### config.mk
export PLATFORM = sky130hd
export DESIGN_NAME = acsk_chaos_mod
export DESIGN_NICKNAME = d
export VERILOG_FILES = /design/src/rtl/acsk_pkg.sv /design/src/rtl/chua_nonlin.sv /design/src/rtl/chua_rates.sv /design/src/rtl/euler_integ.sv /design/src/rtl/chaos_mixer.sv /design/src/rtl/acsk_chaos_mod.sv
export SDC_FILE = /design/constraint.sdc
export NUM_CORES = 1
export LEC_CHECK = 0
export ABC_CLOCK_PERIOD_IN_PS = 27700
export BUFFER_PORTS_ARGS = -buffer_cell sky130_fd_sc_hd__clkbuf_2
export CAP_MARGIN = 5
export CORE_AREA = 2 2 243 245
export CTS_CLUSTER_DIAMETER = 150
export CTS_CLUSTER_SIZE = 40
export DETAILED_ROUTE_END_ITERATION = 16
export DIE_AREA = 0 0 245 247
export GPL_TIMING_DRIVEN = 0
export PLACE_DENSITY = 0.66
export SYNTH_ARGS = -nofsm -noshare
export SYNTH_HDL_FRONTEND = slang
export SYNTH_SLANG_ARGS = --single-unit
### constraint.sdc
create_clock -name clk -period 27.7 [get_ports clk]
set_input_delay 2.77 -clock clk [delete_from_list [all_inputs] [get_ports clk]]
set_output_delay 2.77 -clock clk [all_outputs]
set_load 0.01 [all_outputs]
### src/rtl/acsk_pkg.sv
package acsk_pkg;

    typedef enum logic {
        POL_DIRECT = 1'b0,
        POL_INVERT = 1'b1
    } pol_e;

    localparam int N_STATES = 4;

    // Clamp a signed integer into the range of a w-bit two's complement word.
    function automatic int sat_int(input int x, input int w);
        int hi;
        int lo;
        hi = (1 <<< (w - 1)) - 1;
        lo = -(1 <<< (w - 1));
        if (x > hi)      return hi;
        else if (x < lo) return lo;
        else             return x;
    endfunction

    // Arithmetic right shift with round-half-up.
    function automatic int round_shr(input int x, input int sh);
        return (x + (1 <<< (sh - 1))) >>> sh;
    endfunction

endpackage

### src/rtl/chua_nonlin.sv
module chua_nonlin #(
    parameter int W    = 14,
    parameter int FRAC = 8
) (
    input  logic signed [W-1:0] p1,
    input  logic signed [W-1:0] p3,
    output logic signed [W-1:0] g
);
    import acsk_pkg::*;

    localparam int ONE = 1 <<< FRAC;

    always_comb begin
        int diff;
        int excess;
        diff   = int'(p1) - int'(p3);
        excess = diff - ONE;
        if (diff > ONE) g = W'(sat_int((excess <<< 1) + excess, W));
        else            g = '0;
    end

endmodule

### src/rtl/chua_rates.sv
module chua_rates #(
    parameter int W  = 14,
    parameter int DW = 18
) (
    input  logic signed [W-1:0]  p1,
    input  logic signed [W-1:0]  p2,
    input  logic signed [W-1:0]  p3,
    input  logic signed [W-1:0]  p4,
    input  logic signed [W-1:0]  g,
    output logic signed [DW-1:0] d1,
    output logic signed [DW-1:0] d2,
    output logic signed [DW-1:0] d3,
    output logic signed [DW-1:0] d4
);
    import acsk_pkg::*;

    always_comb begin
        int e;
        e  = int'(g) - int'(p4);
        d1 = DW'(sat_int(int'(g) - int'(p2), DW));
        d2 = DW'(sat_int(int'(p1) + (int'(p2) >>> 1), DW));
        d3 = DW'(sat_int((e <<< 3) + (e <<< 1), DW));
        d4 = DW'(sat_int(int'(p3) + (int'(p3) >>> 1), DW));
    end

endmodule

### src/rtl/euler_integ.sv
module euler_integ #(
    parameter int W      = 14,
    parameter int HSHIFT = 10,
    parameter int DW     = 18,
    parameter int INIT   = 0
) (
    input  logic                 clk,
    input  logic                 rst,
    input  logic                 en,
    input  logic signed [DW-1:0] rate,
    output logic signed [W-1:0]  q
);
    import acsk_pkg::*;

    localparam int AW = W + HSHIFT;

    logic signed [AW-1:0] acc;

    always_ff @(posedge clk) begin
        if (rst)     acc <= AW'(INIT <<< HSHIFT);
        else if (en) acc <= AW'(sat_int(int'(acc) + int'(rate), AW));
    end

    always_comb q = W'(sat_int(round_shr(int'(acc), HSHIFT), W));

endmodule

### src/rtl/chaos_mixer.sv
module chaos_mixer #(
    parameter int W    = 14,
    parameter int FRAC = 8,
    parameter int K1   = -673,
    parameter int K2   = -155,
    parameter int K3   = 150,
    parameter int K4   = 199
) (
    input  logic signed [W-1:0] p1,
    input  logic signed [W-1:0] p2,
    input  logic signed [W-1:0] p3,
    input  logic signed [W-1:0] p4,
    input  logic signed [W-1:0] g,
    output logic signed [W-1:0] r
);
    import acsk_pkg::*;

    always_comb begin
        int acc;
        acc = ((K1 * int'(p1)) >>> FRAC)
            + ((K2 * int'(p2)) >>> FRAC)
            + ((K3 * int'(p3)) >>> FRAC)
            + ((K4 * int'(p4)) >>> FRAC)
            + int'(g);
        r = W'(sat_int(acc, W));
    end

endmodule

### src/rtl/acsk_chaos_mod.sv
module acsk_chaos_mod #(
    parameter int W       = 14,
    parameter int FRAC    = 8,
    parameter int HSHIFT  = 10,
    parameter int P1_INIT = 26,
    parameter int K1      = -673,
    parameter int K2      = -155,
    parameter int K3      = 150,
    parameter int K4      = 199
) (
    input  logic         clk,
    input  logic         rst,
    input  logic         en,
    input  logic         data_bit,
    output logic [W-1:0] tx_sample,
    output logic [W-1:0] st_p1,
    output logic [W-1:0] st_p2,
    output logic [W-1:0] st_p3,
    output logic [W-1:0] st_p4
);
    import acsk_pkg::*;

    localparam int DW = W + 4;
    localparam logic signed [W-1:0] S_MIN = {1'b1, {(W-1){1'b0}}};
    localparam logic signed [W-1:0] S_MAX = {1'b0, {(W-1){1'b1}}};

    logic signed [W-1:0]  p_q  [N_STATES];
    logic signed [DW-1:0] rate [N_STATES];
    logic signed [W-1:0]  g_val;
    logic signed [W-1:0]  r_val;
    logic signed [W-1:0]  r_neg;
    pol_e                 pol;

    chua_nonlin #(.W(W), .FRAC(FRAC)) u_nonlin (
        .p1(p_q[0]), .p3(p_q[2]), .g(g_val)
    );

    chua_rates #(.W(W), .DW(DW)) u_rates (
        .p1(p_q[0]), .p2(p_q[1]), .p3(p_q[2]), .p4(p_q[3]), .g(g_val),
        .d1(rate[0]), .d2(rate[1]), .d3(rate[2]), .d4(rate[3])
    );

    for (genvar i = 0; i < N_STATES; i++) begin : g_integ
        euler_integ #(
            .W(W), .HSHIFT(HSHIFT), .DW(DW),
            .INIT((i == 0) ? P1_INIT : 0)
        ) u_integ (
            .clk(clk), .rst(rst), .en(en), .rate(rate[i]), .q(p_q[i])
        );
    end

    chaos_mixer #(
        .W(W), .FRAC(FRAC), .K1(K1), .K2(K2), .K3(K3), .K4(K4)
    ) u_mixer (
        .p1(p_q[0]), .p2(p_q[1]), .p3(p_q[2]), .p4(p_q[3]), .g(g_val),
        .r(r_val)
    );

    // Antipodal key: invert-plus-one, with the single overflow case clamped.
    always_comb begin
        pol   = pol_e'(data_bit);
        r_neg = (r_val == S_MIN) ? S_MAX : (~r_val + W'(1));
        tx_sample = (pol == POL_INVERT) ? r_neg : r_val;
    end

    assign st_p1 = p_q[0];
    assign st_p2 = p_q[1];
    assign st_p3 = p_q[2];
    assign st_p4 = p_q[3];

endmodule

# Yosys cells after proc, flatten, opt, wreduce, memory -nomap -nowiden
# Cells that the tools add are included.
# Widths: inputs -> output; s select.
# word_totals
ff_bits	96
input_bits	4
out_inout_bits	70
word_cells	91
# op_classes
n_addsub	21
n_mul	4
magnitude_cmp	29
n_eq_ne	1
muxes	31
n_bitwise	1
# ops
op	n
$mux 14	15
$mux 24	8
$mux 18	8
$add 24x11->25 const B	4
$add 24x18->25	4
$gt 25x24->1 const B	4
$lt 25x24->1 const B	4
$gt 32x14->1 const B	2
$lt 32x14->1 const B	2
$gt 15x14->1 const B	4
$lt 15x14->1 const B	4
$gt 15x18->1 const B	3
$lt 15x18->1 const B	3
$mul 9x14->23 const A	2
$sub 14x14->15	3
$add 32x14->32	1
$add 32x32->32	1
$gt 32x10->1 const B	1
$gt 32x18->1 const B	1
$lt 32x18->1 const B	1
$sub 32x10->32 const B	1
$add 14x13->15	2
$mul 11x14->25 const A	1
$mul 8x14->22 const A	1
7 further kinds	7

# Logic depth before layout (Yosys ltp)
# Gate-level depths: netlist of the first run.
# logic_depth
ltp_word	20
mapped_depth	75
ltp_nobuf	72

# Cells and area by module
# A second synthesis of the first run with hierarchy kept.
# unflattened
cells_unflattened	3547
area_unflattened_um2	29383.2
# by_module_without_submodules
mod	n_inst	cells_each	area_each_um2
chaos_mixer	1	1324	12356.9
euler_integ (g_integ[1].u_integ ...)	3	358	2875.3
chua_rates	1	464	3388.2
euler_integ (g_integ[0].u_integ)	1	346	2539.9
chua_nonlin	1	278	2090.8
acsk_chaos_mod	1	61	381.6

# Worst setup path after synthesis of the first run
# Ideal clock, no wire load.
# synth_path
path_type	flip-flop to flip-flop
start	register g_integ[0].u_integ.acc[14]
end	register g_integ[2].u_integ.acc[10]
t_arrival_ps	15954
path_slack_ps	11627
path_stages_with_launch	67
synth_period_minus_slack_ps	16073
cell_sequence	dfxtp_1 and4_4 and3_4 nand2_1 and2_1 o21ai_0 inv_1 ha_1 fa_1 nor2b_1 o21a_1 o21ai_0 a21o_1 o31ai_1 nand2_1 o211ai_1 a21boi_1 nand2_1 [... 31 more ...] o21ai_0 nor2_1 clkbuf_1 o21ai_0 ha_1 a21o_1 a21oi_1 o21ai_1 o311a_1 a311oi_1 a21oi_1 a221o_1 a221oi_2 o21ai_0 a311oi_2 clkbuf_1 o21ai_0 o221a_2
# synth_between
elab_chain_cells	20
elab_cells_between_ends	25
cone_classes	7 x add/sub; 9 x order compare; 9 x mux
# synth_lines
item	line	rtl
start: declaration	euler_integ.sv:17	logic signed [AW-1:0] acc;
start signal: assignment	euler_integ.sv:20	if (rst) acc <= AW'(INIT <<< HSHIFT);
start signal: assignment	euler_integ.sv:21	else if (en) acc <= AW'(sat_int(int'(acc) + int'(rate), AW));
$add 24x11->25 (*)	acsk_pkg.sv:23	return (x + (1 <<< (sh - 1))) >>> sh;
$lt 15x14->1	acsk_pkg.sv:17	else if (x < lo) return lo;
$mux 14	acsk_pkg.sv:17	
$mux 14 (*)	acsk_pkg.sv:16	if (x > hi) return hi;
via st_p1[0]	acsk_chaos_mod.sv:16	output logic [W-1:0] st_p1,
$sub 14x14->15 (*)	chua_nonlin.sv:16	diff = int'(p1) - int'(p3);
$sub 32x10->32	chua_nonlin.sv:17	excess = diff - ONE;
$add 32x32->32	chua_nonlin.sv:18	if (diff > ONE) g = W'(sat_int((excess <<< 1) + excess, W));
[... 5 more ...]	--	
$add 18x16->19 (*)	chua_rates.sv:22	d3 = DW'(sat_int((e <<< 3) + (e <<< 1), DW));
$lt 32x18->1	acsk_pkg.sv:17	
$mux 18	acsk_pkg.sv:17	
$mux 18 (*)	acsk_pkg.sv:16	
$add 24x18->25 (*)	euler_integ.sv:21	
$lt 25x24->1	acsk_pkg.sv:17	
$mux 24	acsk_pkg.sv:17	
$mux 24 (*)	acsk_pkg.sv:16	
end signal: assignment	euler_integ.sv:20	
end signal: assignment	euler_integ.sv:21	
end: declaration	euler_integ.sv:17	
# Mark *: on every way through the listed nets, which the timed path passes. The rest lies on a longest branch.
# A chain may end at the register's enable or synchronous reset.

# Worst setup path after layout of the first run
# layout_path
start	register g_integ[0].u_integ.acc[9]
end	register g_integ[2].u_integ.acc[11]
# layout_between
elab_chain_cells	20
elab_cells_between_ends	25
cone_classes	7 x add/sub; 9 x order compare; 9 x mux
# layout_lines
item	line
$add 24x11->25 (*)	acsk_pkg.sv:23
$lt 15x14->1	acsk_pkg.sv:17
$mux 14	acsk_pkg.sv:17
$mux 14 (*)	acsk_pkg.sv:16
$sub 14x14->15 (*)	chua_nonlin.sv:16
$sub 32x10->32	chua_nonlin.sv:17
$add 32x32->32	chua_nonlin.sv:18
$lt 32x14->1	acsk_pkg.sv:17
[... 4 more ...]	--
$add 18x16->19 (*)	chua_rates.sv:22
$lt 32x18->1	acsk_pkg.sv:17
$mux 18	acsk_pkg.sv:17
$mux 18 (*)	acsk_pkg.sv:16
$add 24x18->25 (*)	euler_integ.sv:21
$lt 25x24->1	acsk_pkg.sv:17
$mux 24	acsk_pkg.sv:17
$mux 24 (*)	acsk_pkg.sv:16
# Every way passes the cells marked *; elsewhere a longest branch is shown, timed or not.

==> results of run 1 <==
## per-layer routing
metal	global-route usage (%)	vias up	wire, um
met1	36.4	12200	37200
met2	44.6	628	37000
li1	-	13000	-
met3	2.97	96	4350
met5	0	-	0
met4	8.55	0	2480
## stage by stage
step                hold slack [ns]  util (%)  cells  setup WS [ns]  cell area, um^2
finish                        0.471      52.2   4506           7.72            30400
global route                  0.503      52.2   4506           6.35            30400
CTS                           0.477      52.2   4504           8.04            30400
detailed placement            0.459      51.7   4488           8.09            30100
global placement              0.451      51.5   4477           7.06            30000
floorplan                     0.432         -   3633          11.63            28600
## cells in the final DEF (no fill, tap or decap), types with 76 or more instances in the layout
cell type / count
sky130_fd_sc_hd__xnor2_1: 177
sky130_fd_sc_hd__a21oi_1: 276
sky130_fd_sc_hd__dfxtp_1: 96
sky130_fd_sc_hd__fa_1: 206
sky130_fd_sc_hd__nand2_1: 227
sky130_fd_sc_hd__a21o_1: 76
sky130_fd_sc_hd__inv_1: 502
sky130_fd_sc_hd__clkbuf_1: 84
sky130_fd_sc_hd__ha_1: 520
sky130_fd_sc_hd__nand3_1: 79
sky130_fd_sc_hd__xor2_1: 97
sky130_fd_sc_hd__nor2_1: 222
sky130_fd_sc_hd__o21ai_0: 237
## layout make-up
| type | count | area [um^2] |
|---|---|---|
| buffer | 94 | 385 |
| clock buffer | 10 | 239 |
| clock inverter | 6 | 66.3 |
| fill | 5715 | 27800 |
| inverter | 507 | 1900 |
| multi-input combinational | 2936 | 24500 |
| sequential | 96 | 1920 |
| tap | 773 | 967 |
| timing repair buffer | 84 | 472 |
## worst max-delay path: cells and delay by family, from the launching register on
kind                     cells  cell delay [ns]
AND/OR/NAND/NOR             14             3.89
multiplexers                 1             0.39
buffers and inverters        5             1.66
AO/OA/AOI/OAI               38            10.86
flip-flops                   1             0.43
adder cells (fa/ha/maj)      7             2.62
## how the worst max path moves through the flow
stage,endpoint,slack [ns],cells after the start
floorplan,g_integ[2].u_integ.acc[10],11.63,66
global placement,g_integ[2].u_integ.acc[15],7.06,65
detailed placement,g_integ[2].u_integ.acc[15],8.09,66
CTS,g_integ[2].u_integ.acc[15],8.04,66
global route,g_integ[2].u_integ.acc[12],6.35,67
finish,g_integ[2].u_integ.acc[11],7.72,65
## cells by family (layout without fill, tap and decap cells)
family                   Yosys count  after routing
adder cells (fa/ha/maj)          742            742
buffers and inverters            601            701
AO/OA/AOI/OAI                    997            997
AND/OR/NAND/NOR                  902            902
multiplexers                      16             16
XOR/XNOR                         276            276
flip-flops                        96             96
other                              2              3
==> implementation parameters, run 1 <==
Parameter                              Value

Outcome
  Outcome ... finished clean

Final layout
  Top reg by flops ... g_integ.u_integ.acc
  # diodes ... 0
  Layout overhead on the synthesized area ... 6.16%
  Largest registers ... g_integ.u_integ.acc (96)
  Share of cells above drive strength 1 ... 6.43%
  Number of nets in the layout ... 4458
  Max FFs per register ... 96

CTS
  Number of buffers inserted by post-CTS setup repair ... 0
  Inserted Clock Buffers ... 9
  CTS H-Tree Depth ... 3
  TritonCTS clock tree ... yes
  Clock root buffer master ... sky130_fd_sc_hd__clkbuf_16
  Post-CTS Hold Fix Bufs ... 0
  Worst-Skew Late Latency ... 0.38 ns
  Post-CTS clock slew at the launch and capture registers of the worst setup and hold paths ... 0.08 ns
  CTS Buffer Depth ... 2
  Cells resized by post-CTS repair ... 0
  Clock sink count ... 96

Detailed routing
  Total iterations of the first detailed-routing run ... 6
  Number of nets with antenna violations after routing ... 0
  Total number of vias ... 25900
  Detailed-route wire length ... 81.0 mm
  Mean routed wirelength per cell ... 18.0 um
  Via-per-instance ratio ... 5.74
  Number of DRC violations after detailed routing ... 0
  1st-iter DRT viols ... 1667

Yosys
  Post-synthesis async set-or-reset flop share ... 0%
  EDFF count, synth ... 0
  Unique masters post-synth ... 101
  Avg Inst Size Synth ... 7.89 um^2
  Synth warn ... 0
  Predominant post-synthesis flop cell ... sky130_fd_sc_hd__dfxtp_1
  Syn Std Cell Area ... 28600 um^2
  Sequential cell area fraction in the yosys report ... 6.71%
  Mux contribution to synthesized area ... 0.581%
  Count leader, synth ... sky130_fd_sc_hd__ha_1
  Most frequent cells after synthesis ... sky130_fd_sc_hd__ha_1, sky130_fd_sc_hd__inv_1, sky130_fd_sc_hd__a21oi_1, sky130_fd_sc_hd__o21ai_0, sky130_fd_sc_hd__nand2_1
  Fraction of the mapped netlist area in simple logic gates ... 15.7%
  Compound-Gate Fraction of Synth Area ... 22.9%
  Cells taking the most area after synthesis ... sky130_fd_sc_hd__ha_1, sky130_fd_sc_hd__fa_1, sky130_fd_sc_hd__dfxtp_1, sky130_fd_sc_hd__inv_1, sky130_fd_sc_hd__xnor2_1
  Number of register bits inferred by synthesis ... 96
  Post-Synth Adder-Cell Area ... 37.7%
  Dominant cell type by area after synthesis ... sky130_fd_sc_hd__ha_1
  Fraction of synthesized cell area taken by the top area cell type ... 22.7%
  Dominant combinational cell family by area after synthesis ... adder cells
  Number of instances in the synthesized netlist ... 3632
  XOR/XNOR Fraction of Synth Area ... 8.49%

GRT
  Total GRT Usage ... 26.9%
  First-pass GRT wire length ... 130 mm
  Vias in the first global route ... 24400
  Largest net degree at the start of global routing ... 17
  Initial antenna violation count ... 0
  GRT Residual Overflow ... 0

Timing
  Setup repair after global routing missed its margin ... no
  Share of the cycle needed by the critical path after routing ... 72.1%
  Max Clock Freq ... 50.0 MHz
  Worst Skew ... 0.0121 ns
  Count of pins over their slew limit ... 0
  Count of endpoints failing setup in the final report ... 0
  Post-layout minimum cycle time ... 19.98 ns
  Total negative slack for setup checks ... 0 ns
  Max transition margin ... 5.94%
  Number of hold-slack violations in the final timing report ... 0
  Worst slew pin tran ... 1.41 ns

Worst setup path
  Most used cell along the critical path ... sky130_fd_sc_hd__o21ai_0
  End of the worst register-to-register path ... g_integ[2].u_integ.acc[11]
  Critical Path Fanout Max ... 14
  Critical path arrival ... 20.27 ns
  Setup slack of the worst register-to-register path ... 7.72 ns
  Worst setup path startpoint ... g_integ[0].u_integ.acc[9]
  Type of element capturing the critical path ... register
  Startpoint type of the worst setup path ... register
  Origin of the critical flop-to-flop path ... g_integ[0].u_integ.acc[9]
  Kind of critical path ... register to register
  CP Data Required Time ... 27.98 ns
  Number of cell instances on the worst register-to-register path ... 65
  Standard cell with the maximum stage delay on the critical path ... sky130_fd_sc_hd__a21boi_1
  Worst stage delay on the critical path ... 0.90 ns

Die
  Area of the die ... 60500 um^2
  Top-level port count ... 74
  Height of the die ... 247 um
  Standard-cell row count ... 89
  Starting density of the core ... 49.2%
  Horizontal die dimension ... 245 um
  Core outline area ... 58200 um^2

Placement
  Port Buf Inserts ... 71
  Placer's final routability congestion estimate ... 0.963
  Detailed placer's ending HPWL ... 68.0 mm

Worst hold path
  Worst Hold Class ... register to register
  Hold path depth ... 2
  HP Start ... g_integ[1].u_integ.acc[0]
  Capture endpoint of the worst hold path ... g_integ[1].u_integ.acc[0]

Flow run
  Max-cap violations ... 0
Power of run 1 is left out: the tool's default activity adds up to more than one toggle a clock period on the data nets, which glitch-free logic cannot reach.
==> run 2, diff against run 1 <==
--- a/config.mk
+++ b/config.mk
@@ -5,7 +5,7 @@
 export SDC_FILE = /design/constraint.sdc
 export NUM_CORES = 1
 export LEC_CHECK = 0
-export ABC_CLOCK_PERIOD_IN_PS = 27700
+export ABC_CLOCK_PERIOD_IN_PS = 18060
 export BUFFER_PORTS_ARGS = -buffer_cell sky130_fd_sc_hd__clkbuf_2
 export CAP_MARGIN = 5
 export CORE_AREA = 2 2 243 245
@@ -14,7 +14,7 @@
 export DETAILED_ROUTE_END_ITERATION = 16
 export DIE_AREA = 0 0 245 247
 export GPL_TIMING_DRIVEN = 0
-export PLACE_DENSITY = 0.66
+export PLACE_DENSITY = 0.68
 export SYNTH_ARGS = -nofsm -noshare
 export SYNTH_HDL_FRONTEND = slang
 export SYNTH_SLANG_ARGS = --single-unit
==> constraint.sdc (replaced) <==
create_clock -name clk -period 18.06 [get_ports clk]
set_input_delay 1.806 -clock clk [delete_from_list [all_inputs] [get_ports clk]]
set_output_delay 1.806 -clock clk [all_outputs]
set_load 0.01 [all_outputs]
==> implementation parameters, run 2 (synthesis results as in run 1) <==
Parameter                              Value

Outcome
  Outcome ... finished clean

Final layout
  Largest registers ... g_integ.u_integ.acc (96)
  Top reg by flops ... g_integ.u_integ.acc
  # diodes ... 0 (unchanged)
  Share of cells above drive strength 1 ... 7.42% (+0.99 points)
  Layout overhead on the synthesized area ... 7.05%
  Number of filler cells placed in the layout ... 5640 (-1.3%)
  Number of nets in the layout ... 4458 (unchanged)
  FF+latch area ... 1920 um^2 (unchanged)
  Commonest non-fill, non-tap cell in the layout ... sky130_fd_sc_hd__ha_1
  Commonest non-fill, non-tap cells in the layout ... sky130_fd_sc_hd__ha_1, sky130_fd_sc_hd__inv_1, sky130_fd_sc_hd__a21oi_1, sky130_fd_sc_hd__o21ai_0, sky130_fd_sc_hd__nand2_1
  Total area of multi-input combinational cells ... 24600 um^2 (+0.76%)
  Max FFs per register ... 96 (unchanged)

CTS
  Worst-Skew Late Latency ... 0.39 ns (about the same)
  Post-CTS Hold Fix Bufs ... 0 (unchanged)
  Clock root buffer master ... sky130_fd_sc_hd__clkbuf_16
  Clock sink count ... 96 (unchanged)
  TritonCTS clock tree ... yes
  Inserted Clock Buffers ... 9 (unchanged)
  Post-CTS clock slew at the launch and capture registers of the worst setup and hold paths ... 0.07 ns (about the same)
  CTS Buffer Depth ... 2 (unchanged)
  CTS H-Tree Depth ... 3 (unchanged)

Timing
  Share of the cycle needed by the critical path after routing ... 93.9% (+22 points)
  Count of pins over their slew limit ... 0 (unchanged)
  Number of hold-slack violations in the final timing report ... 0 (unchanged)
  Worst slew pin tran ... 1.35 ns (-0.0565 ns)
  Count of endpoints failing setup in the final report ... 0 (unchanged)
  Post-layout minimum cycle time ... 16.95 ns (-3.03 ns)
  Max transition margin ... 8.75% (+2.8 points)
  Setup slack of the critical path after layout ... 1.11 ns (-6.61 ns)
  Worst Skew ... 0.0115 ns (-0.000577 ns)
  Max Clock Freq ... 59.0 MHz (+18%)

Detailed routing
  Mean routed wirelength per cell ... 17.8 um (-1.0%)
  Via-per-instance ratio ... 5.73 (-0.17%)
  Number of DRC violations after detailed routing ... 0 (unchanged)
  Total iterations of the first detailed-routing run ... 5 (-1)
  Number of nets with antenna violations after routing ... 0 (unchanged)
  Total number of vias ... 25800 (-0.17%)
  Detailed-route wire length ... 80.2 mm (-1.0%)
  1st-iter DRT viols ... 1525 (-8.5%)

Worst setup path
  Kind of critical path ... register to register
  Type of element capturing the critical path ... register
  End of the worst register-to-register path ... g_integ[2].u_integ.acc[16]
  Startpoint type of the worst setup path ... register
  Critical Path Fanout Max ... 10 (-4)
  CP Data Required Time ... 18.33 ns (-9.65 ns)
  Family with the most delay on the worst path ... compound AO/OA/AOI/OAI gates
  Setup slack of the worst register-to-register path ... 1.11 ns (-6.61 ns)
  Worst stage delay on the critical path ... 0.60 ns (-0.30 ns)
  Critical path arrival ... 17.22 ns (-3.05 ns)
  Standard cell with the maximum stage delay on the critical path ... sky130_fd_sc_hd__or4b_2
  Most used cell along the critical path ... sky130_fd_sc_hd__o21ai_0
  Origin of the critical flop-to-flop path ... g_integ[0].u_integ.acc[10]
  Number of cell instances on the worst register-to-register path ... 65 (unchanged)
  Buf/Inv on CP ... 4 (-1)

Flow run
  Max-cap violations ... 0 (unchanged)

Placement
  Port Buf Inserts ... 71 (unchanged)
  Detailed placer's ending HPWL ... 67.0 mm (-1.3%)
  Place WS ... -1.56 ns (-9.64 ns)
  Placer's final routability congestion estimate ... 0.956 (-0.75%)

GRT
  GRT Residual Overflow ... 0 (unchanged)
  Largest net degree at the start of global routing ... 15 (-2)
  Vias in the first global route ... 24300 (-0.35%)
  Initial antenna violation count ... 0 (unchanged)
  First-pass GRT wire length ... 129 mm (-1.2%)
  Total GRT Usage ... 26.5% (-0.32 points)

Die
  Standard-cell row count ... 89 (unchanged)
  Top-level port count ... 74 (unchanged)
  Horizontal die dimension ... 245 um (unchanged)
  Core outline area ... 58200 um^2 (unchanged)
  Starting density of the core ... 49.2% (unchanged)
  Area of the die ... 60500 um^2 (unchanged)
  Height of the die ... 247 um (unchanged)

Worst hold path
  Capture endpoint of the worst hold path ... g_integ[1].u_integ.acc[0]
  Worst Hold Class ... register to register
  Hold path depth ... 2 (unchanged)
  HP Start ... g_integ[1].u_integ.acc[0]
## run 2: worst max-delay path by stage
stage | startpoint | end | slack, ns | cells past startpoint
after floorplan | g_integ[0].u_integ.acc[14] | g_integ[2].u_integ.acc[10] | 1.99 | 66
after global placement | g_integ[0].u_integ.acc[14] | g_integ[2].u_integ.acc[15] | -2.32 | 65
after detailed placement | g_integ[0].u_integ.acc[9] | g_integ[2].u_integ.acc[14] | -1.56 | 65
after CTS | g_integ[0].u_integ.acc[10] | g_integ[2].u_integ.acc[16] | 0.04 | 69
after global routing | g_integ[2].u_integ.acc[9] | g_integ[2].u_integ.acc[16] | -0.03 | 68
final | g_integ[0].u_integ.acc[10] | g_integ[2].u_integ.acc[16] | 1.11 | 65
## run 2: worst reg2reg max path: cells and delay by family (launching register included)
family | cells | cell delay, ns
AOI/OAI and AO/OA | 37 | 8.71
and+or+nand+nor | 15 | 3.86
adders and majority gates | 8 | 2.61
buffers and inverters | 4 | 0.99
DFF | 1 | 0.42
xor gates and xnor gates | 1 | 0.26
## run 2: what timing repair did
item                       4_1_cts  5_1_grt
gates resized for setup         14       51
pin swaps                        2        3
setup endpoints to repair       37       38
buffers inserted                 2        3
## run 2: area by class of cell
class	instances	share of cell area, %
Multi-Input combinational cell	2936	80.4
Sequential cell	96	6.27
Inverter	507	6.21
Tap cell	773	3.15
Timing Repair Buffer	88	1.66
Buffer	90	1.26
Clock buffer	14	0.894
Clock inverter	2	0.196
## run 2: per-layer routing
layer / up-vias / part of all wire (%) / GRT usage, %
met5: - / 0 / 0
met1: 12100 / 47 / 36.0
met2: 604 / 46 / 45.1
li1: 13000 / - / -
met4: 0 / 2.5 / 6.85
met3: 90 / 4.5 / 2.42
## run 2: through the flow
stage | hold slack [ns] | utilization, % | cell area (um^2) | TNS [ns] | std cells
2_1_floorplan | 0.432 | - | 28600 | 0 | 3633
3_3_place_gp | 0.454 | 51.5 | 30000 | -69.35 | 4477
3_5_place_dp | 0.481 | 51.7 | 30100 | -35.48 | 4487
4_1_cts | 0.496 | 52.4 | 30500 | 0 | 4505
5_1_grt | 0.525 | 52.6 | 30700 | -0.192 | 4506
6_report | 0.493 | 52.6 | 30700 | 0 | 4506
Power of run 2 is left out for the same reason.
==> run 3, diff against run 2 <==
--- a/config.mk
+++ b/config.mk
@@ -8,13 +8,12 @@
 export ABC_CLOCK_PERIOD_IN_PS = 18060
 export BUFFER_PORTS_ARGS = -buffer_cell sky130_fd_sc_hd__clkbuf_2
 export CAP_MARGIN = 5
-export CORE_AREA = 2 2 243 245
+export CORE_AREA = 2 2 256 258
 export CTS_CLUSTER_DIAMETER = 150
 export CTS_CLUSTER_SIZE = 40
 export DETAILED_ROUTE_END_ITERATION = 16
-export DIE_AREA = 0 0 245 247
+export DIE_AREA = 0 0 258 260
 export GPL_TIMING_DRIVEN = 0
-export PLACE_DENSITY = 0.68
 export SYNTH_ARGS = -nofsm -noshare
 export SYNTH_HDL_FRONTEND = slang
 export SYNTH_SLANG_ARGS = --single-unit
==> implementation parameters, run 3 (synthesis results as in run 1) <==
Parameter                              Value

Outcome
  Outcome ... finished clean

Worst hold path
  Worst Hold Class ... register to register
  Capture endpoint of the worst hold path ... g_integ[1].u_integ.acc[0]
  Hold path depth ... 2 (unchanged)
  HP Start ... g_integ[1].u_integ.acc[0]

Die
  Area of the die ... 67100 um^2 (+11%)
  Height of the die ... 260 um (+5.3%)
  Starting density of the core ... 44.7% (-4.5 points)
  Top-level port count ... 74 (unchanged)
  Horizontal die dimension ... 258 um (+5.3%)
  Standard-cell row count ... 93 (+4.5%)
  Core outline area ... 64100 um^2 (+10%)

CTS
  Clock sink count ... 96 (unchanged)
  Worst-Skew Late Latency ... 0.39 ns (about the same)
  Post-CTS Hold Fix Bufs ... 0 (unchanged)
  CTS Buffer Depth ... 2 (unchanged)
  TritonCTS clock tree ... yes
  CTS H-Tree Depth ... 3 (unchanged)
  Clock root buffer master ... sky130_fd_sc_hd__clkbuf_16
  Post-CTS clock slew at the launch and capture registers of the worst setup and hold paths ... 0.07 ns (about the same)
  Inserted Clock Buffers ... 9 (unchanged)

GRT
  Largest net degree at the start of global routing ... 16 (+1)
  First-pass GRT wire length ... 134 mm (+4.2%)
  Initial antenna violation count ... 1 (+1)
  Total GRT Usage ... 25.2% (-1.3 points)
  GRT Residual Overflow ... 0 (unchanged)
  Vias in the first global route ... 24500 (+0.64%)

Timing
  Worst slew pin tran ... 1.35 ns (-0.000871 ns)
  Number of hold-slack violations in the final timing report ... 0 (unchanged)
  Count of pins over their slew limit ... 0 (unchanged)
  Post-layout minimum cycle time ... 17.21 ns (+0.256 ns)
  Max Clock Freq ... 58.1 MHz (-1.5%)
  Setup repair after global routing missed its margin ... no
  Worst Skew ... 0.0168 ns (+0.00525 ns)
  Count of endpoints failing setup in the final report ... 0 (unchanged)
  Share of the cycle needed by the critical path after routing ... 95.3% (+1.4 points)
  Max transition margin ... 8.81% (+0.059 points)

Detailed routing
  Detailed-route wire length ... 85.1 mm (+6.2%)
  Total iterations of the first detailed-routing run ... 5 (unchanged)
  Mean routed wirelength per cell ... 18.5 um (+4.0%)
  Number of DRC violations after detailed routing ... 0 (unchanged)
  Via-per-instance ratio ... 5.58 (-2.6%)
  Total number of vias ... 25700 (-0.59%)
  1st-iter DRT viols ... 1528 (+0.20%)
  Number of nets with antenna violations after routing ... 0 (unchanged)

Final layout
  Share of cells above drive strength 1 ... 7.59% (+0.17 points)
  Max FFs per register ... 96 (unchanged)
  Top reg by flops ... g_integ.u_integ.acc
  Largest registers ... g_integ.u_integ.acc (96)
  Final standard cell utilization of the core ... 48.1% (-4.6 points)
  Commonest non-fill, non-tap cell in the layout ... sky130_fd_sc_hd__ha_1
  Number of filler cells placed in the layout ... 6416 (+14%)
  Number of nets in the layout ... 4468 (+0.22%)
  Layout overhead on the synthesized area ... 7.64%
  Commonest non-fill, non-tap cells in the layout ... sky130_fd_sc_hd__ha_1, sky130_fd_sc_hd__inv_1, sky130_fd_sc_hd__a21oi_1, sky130_fd_sc_hd__nand2_1, sky130_fd_sc_hd__o21ai_0

Placement
  Placer's final routability congestion estimate ... 0.931 (-2.6%)
  Detailed placer's ending HPWL ... 70.9 mm (+5.8%)
  Port Buf Inserts ... 71 (unchanged)

Worst setup path
  Startpoint type of the worst setup path ... register
  Setup slack of the worst register-to-register path ... 1.13 ns (+0.02 ns)
  Critical path arrival ... 15.40 ns (-1.82 ns)
  Standard cell with the maximum stage delay on the critical path ... sky130_fd_sc_hd__or4b_2
  Origin of the critical flop-to-flop path ... g_integ[2].u_integ.acc[10]
  Family with the most delay on the worst path ... adder cells
  Buf/Inv on CP ... 12 (+8)
  Type of element capturing the critical path ... primary output
  CP Data Required Time ... 16.25 ns (-2.08 ns)
  Critical Path Fanout Max ... 10 (unchanged)
  Most used cell along the critical path ... sky130_fd_sc_hd__ha_1
  End of the worst register-to-register path ... g_integ[2].u_integ.acc[0]
  Number of cell instances on the worst register-to-register path ... 64 (-1.5%)
  Worst stage delay on the critical path ... 0.68 ns (+0.08 ns)
  Kind of critical path ... register to primary output

Flow run
  Max-cap violations ... 0 (unchanged)
## run 3: cell count changes in the layout (fill, tap and decap cells not counted), sizes merged
cell and delta:
buf +10, bufinv +1, clkbuf -4, clkinv +1, clkinvlp +1, diode +1
## run 3: metal layers
layer / vias up / wire, um / track usage (%)
met3: 105 / 3970 / 2.92
li1: 13000 / - / -
met1: 12100 / 39400 / 33.9
met5: - / 0 / 0
met2: 541 / 38800 / 42.0
met4: 0 / 2950 / 8.59
## run 3: worst max path at each step
stage | startpoint | cells after the start | end
6_report | g_integ[1].u_integ.acc[9] | 50 | tx_sample[7]
5_1_grt | g_integ[2].u_integ.acc[10] | 68 | g_integ[2].u_integ.acc[0]
4_1_cts | g_integ[2].u_integ.acc[10] | 70 | g_integ[2].u_integ.acc[12]
3_5_place_dp | g_integ[2].u_integ.acc[10] | 67 | g_integ[2].u_integ.acc[7]
3_3_place_gp | g_integ[0].u_integ.acc[9] | 66 | g_integ[2].u_integ.acc[12]
2_1_floorplan | g_integ[0].u_integ.acc[14] | 66 | g_integ[2].u_integ.acc[10]
## run 3: worst reg2reg max path: cells and delay by family, from the launching register on
family / cells / cell delay, ns
adders and majority gates: 8 / 2.74
AOI/OAI and AO/OA: 35 / 8.83
and+or+nand+nor: 17 / 3.98
DFF: 1 / 0.40
buffers and inverters: 3 / 0.64
xor gates and xnor gates: 1 / 0.26
## run 3: area by class of cell
cell class | instances | area, um^2 | share of cell area, %
Multi-Input combinational cell | 2936 | 24600 | 79.9
Sequential cell | 96 | 1920 | 6.24
Inverter | 507 | 1900 | 6.17
Tap cell | 855 | 1070 | 3.47
Timing Repair Buffer | 98 | 583 | 1.89
Buffer | 90 | 384 | 1.25
Clock buffer | 10 | 229 | 0.743
Clock inverter | 5 | 106 | 0.345
Antenna cell | 1 | 2.50 | 0.00812
## run 3: per-stage QoR
step,hold WS [ns],cell area (um^2),setup WS (ns),TNS (ns),cells
floorplan,0.432,28600,1.99,0,3633
global placement,0.456,30100,-2.93,-104.63,4559
detailed placement,0.474,30200,-1.88,-42.65,4572
CTS,0.489,30600,0.00231,0,4589
global route,0.513,30800,0.0160,0,4598
finish,0.485,30800,0.853,0,4598
## run 3: what timing repair did
action,4_1_cts,5_1_grt
resized for setup,14,54
endpoints found under the setup margin,37,38
hold endpoints to repair,0,0
pin swaps,3,5
buffers inserted,3,9
gates cloned,0,0
Power of run 3 is left out for the same reason.
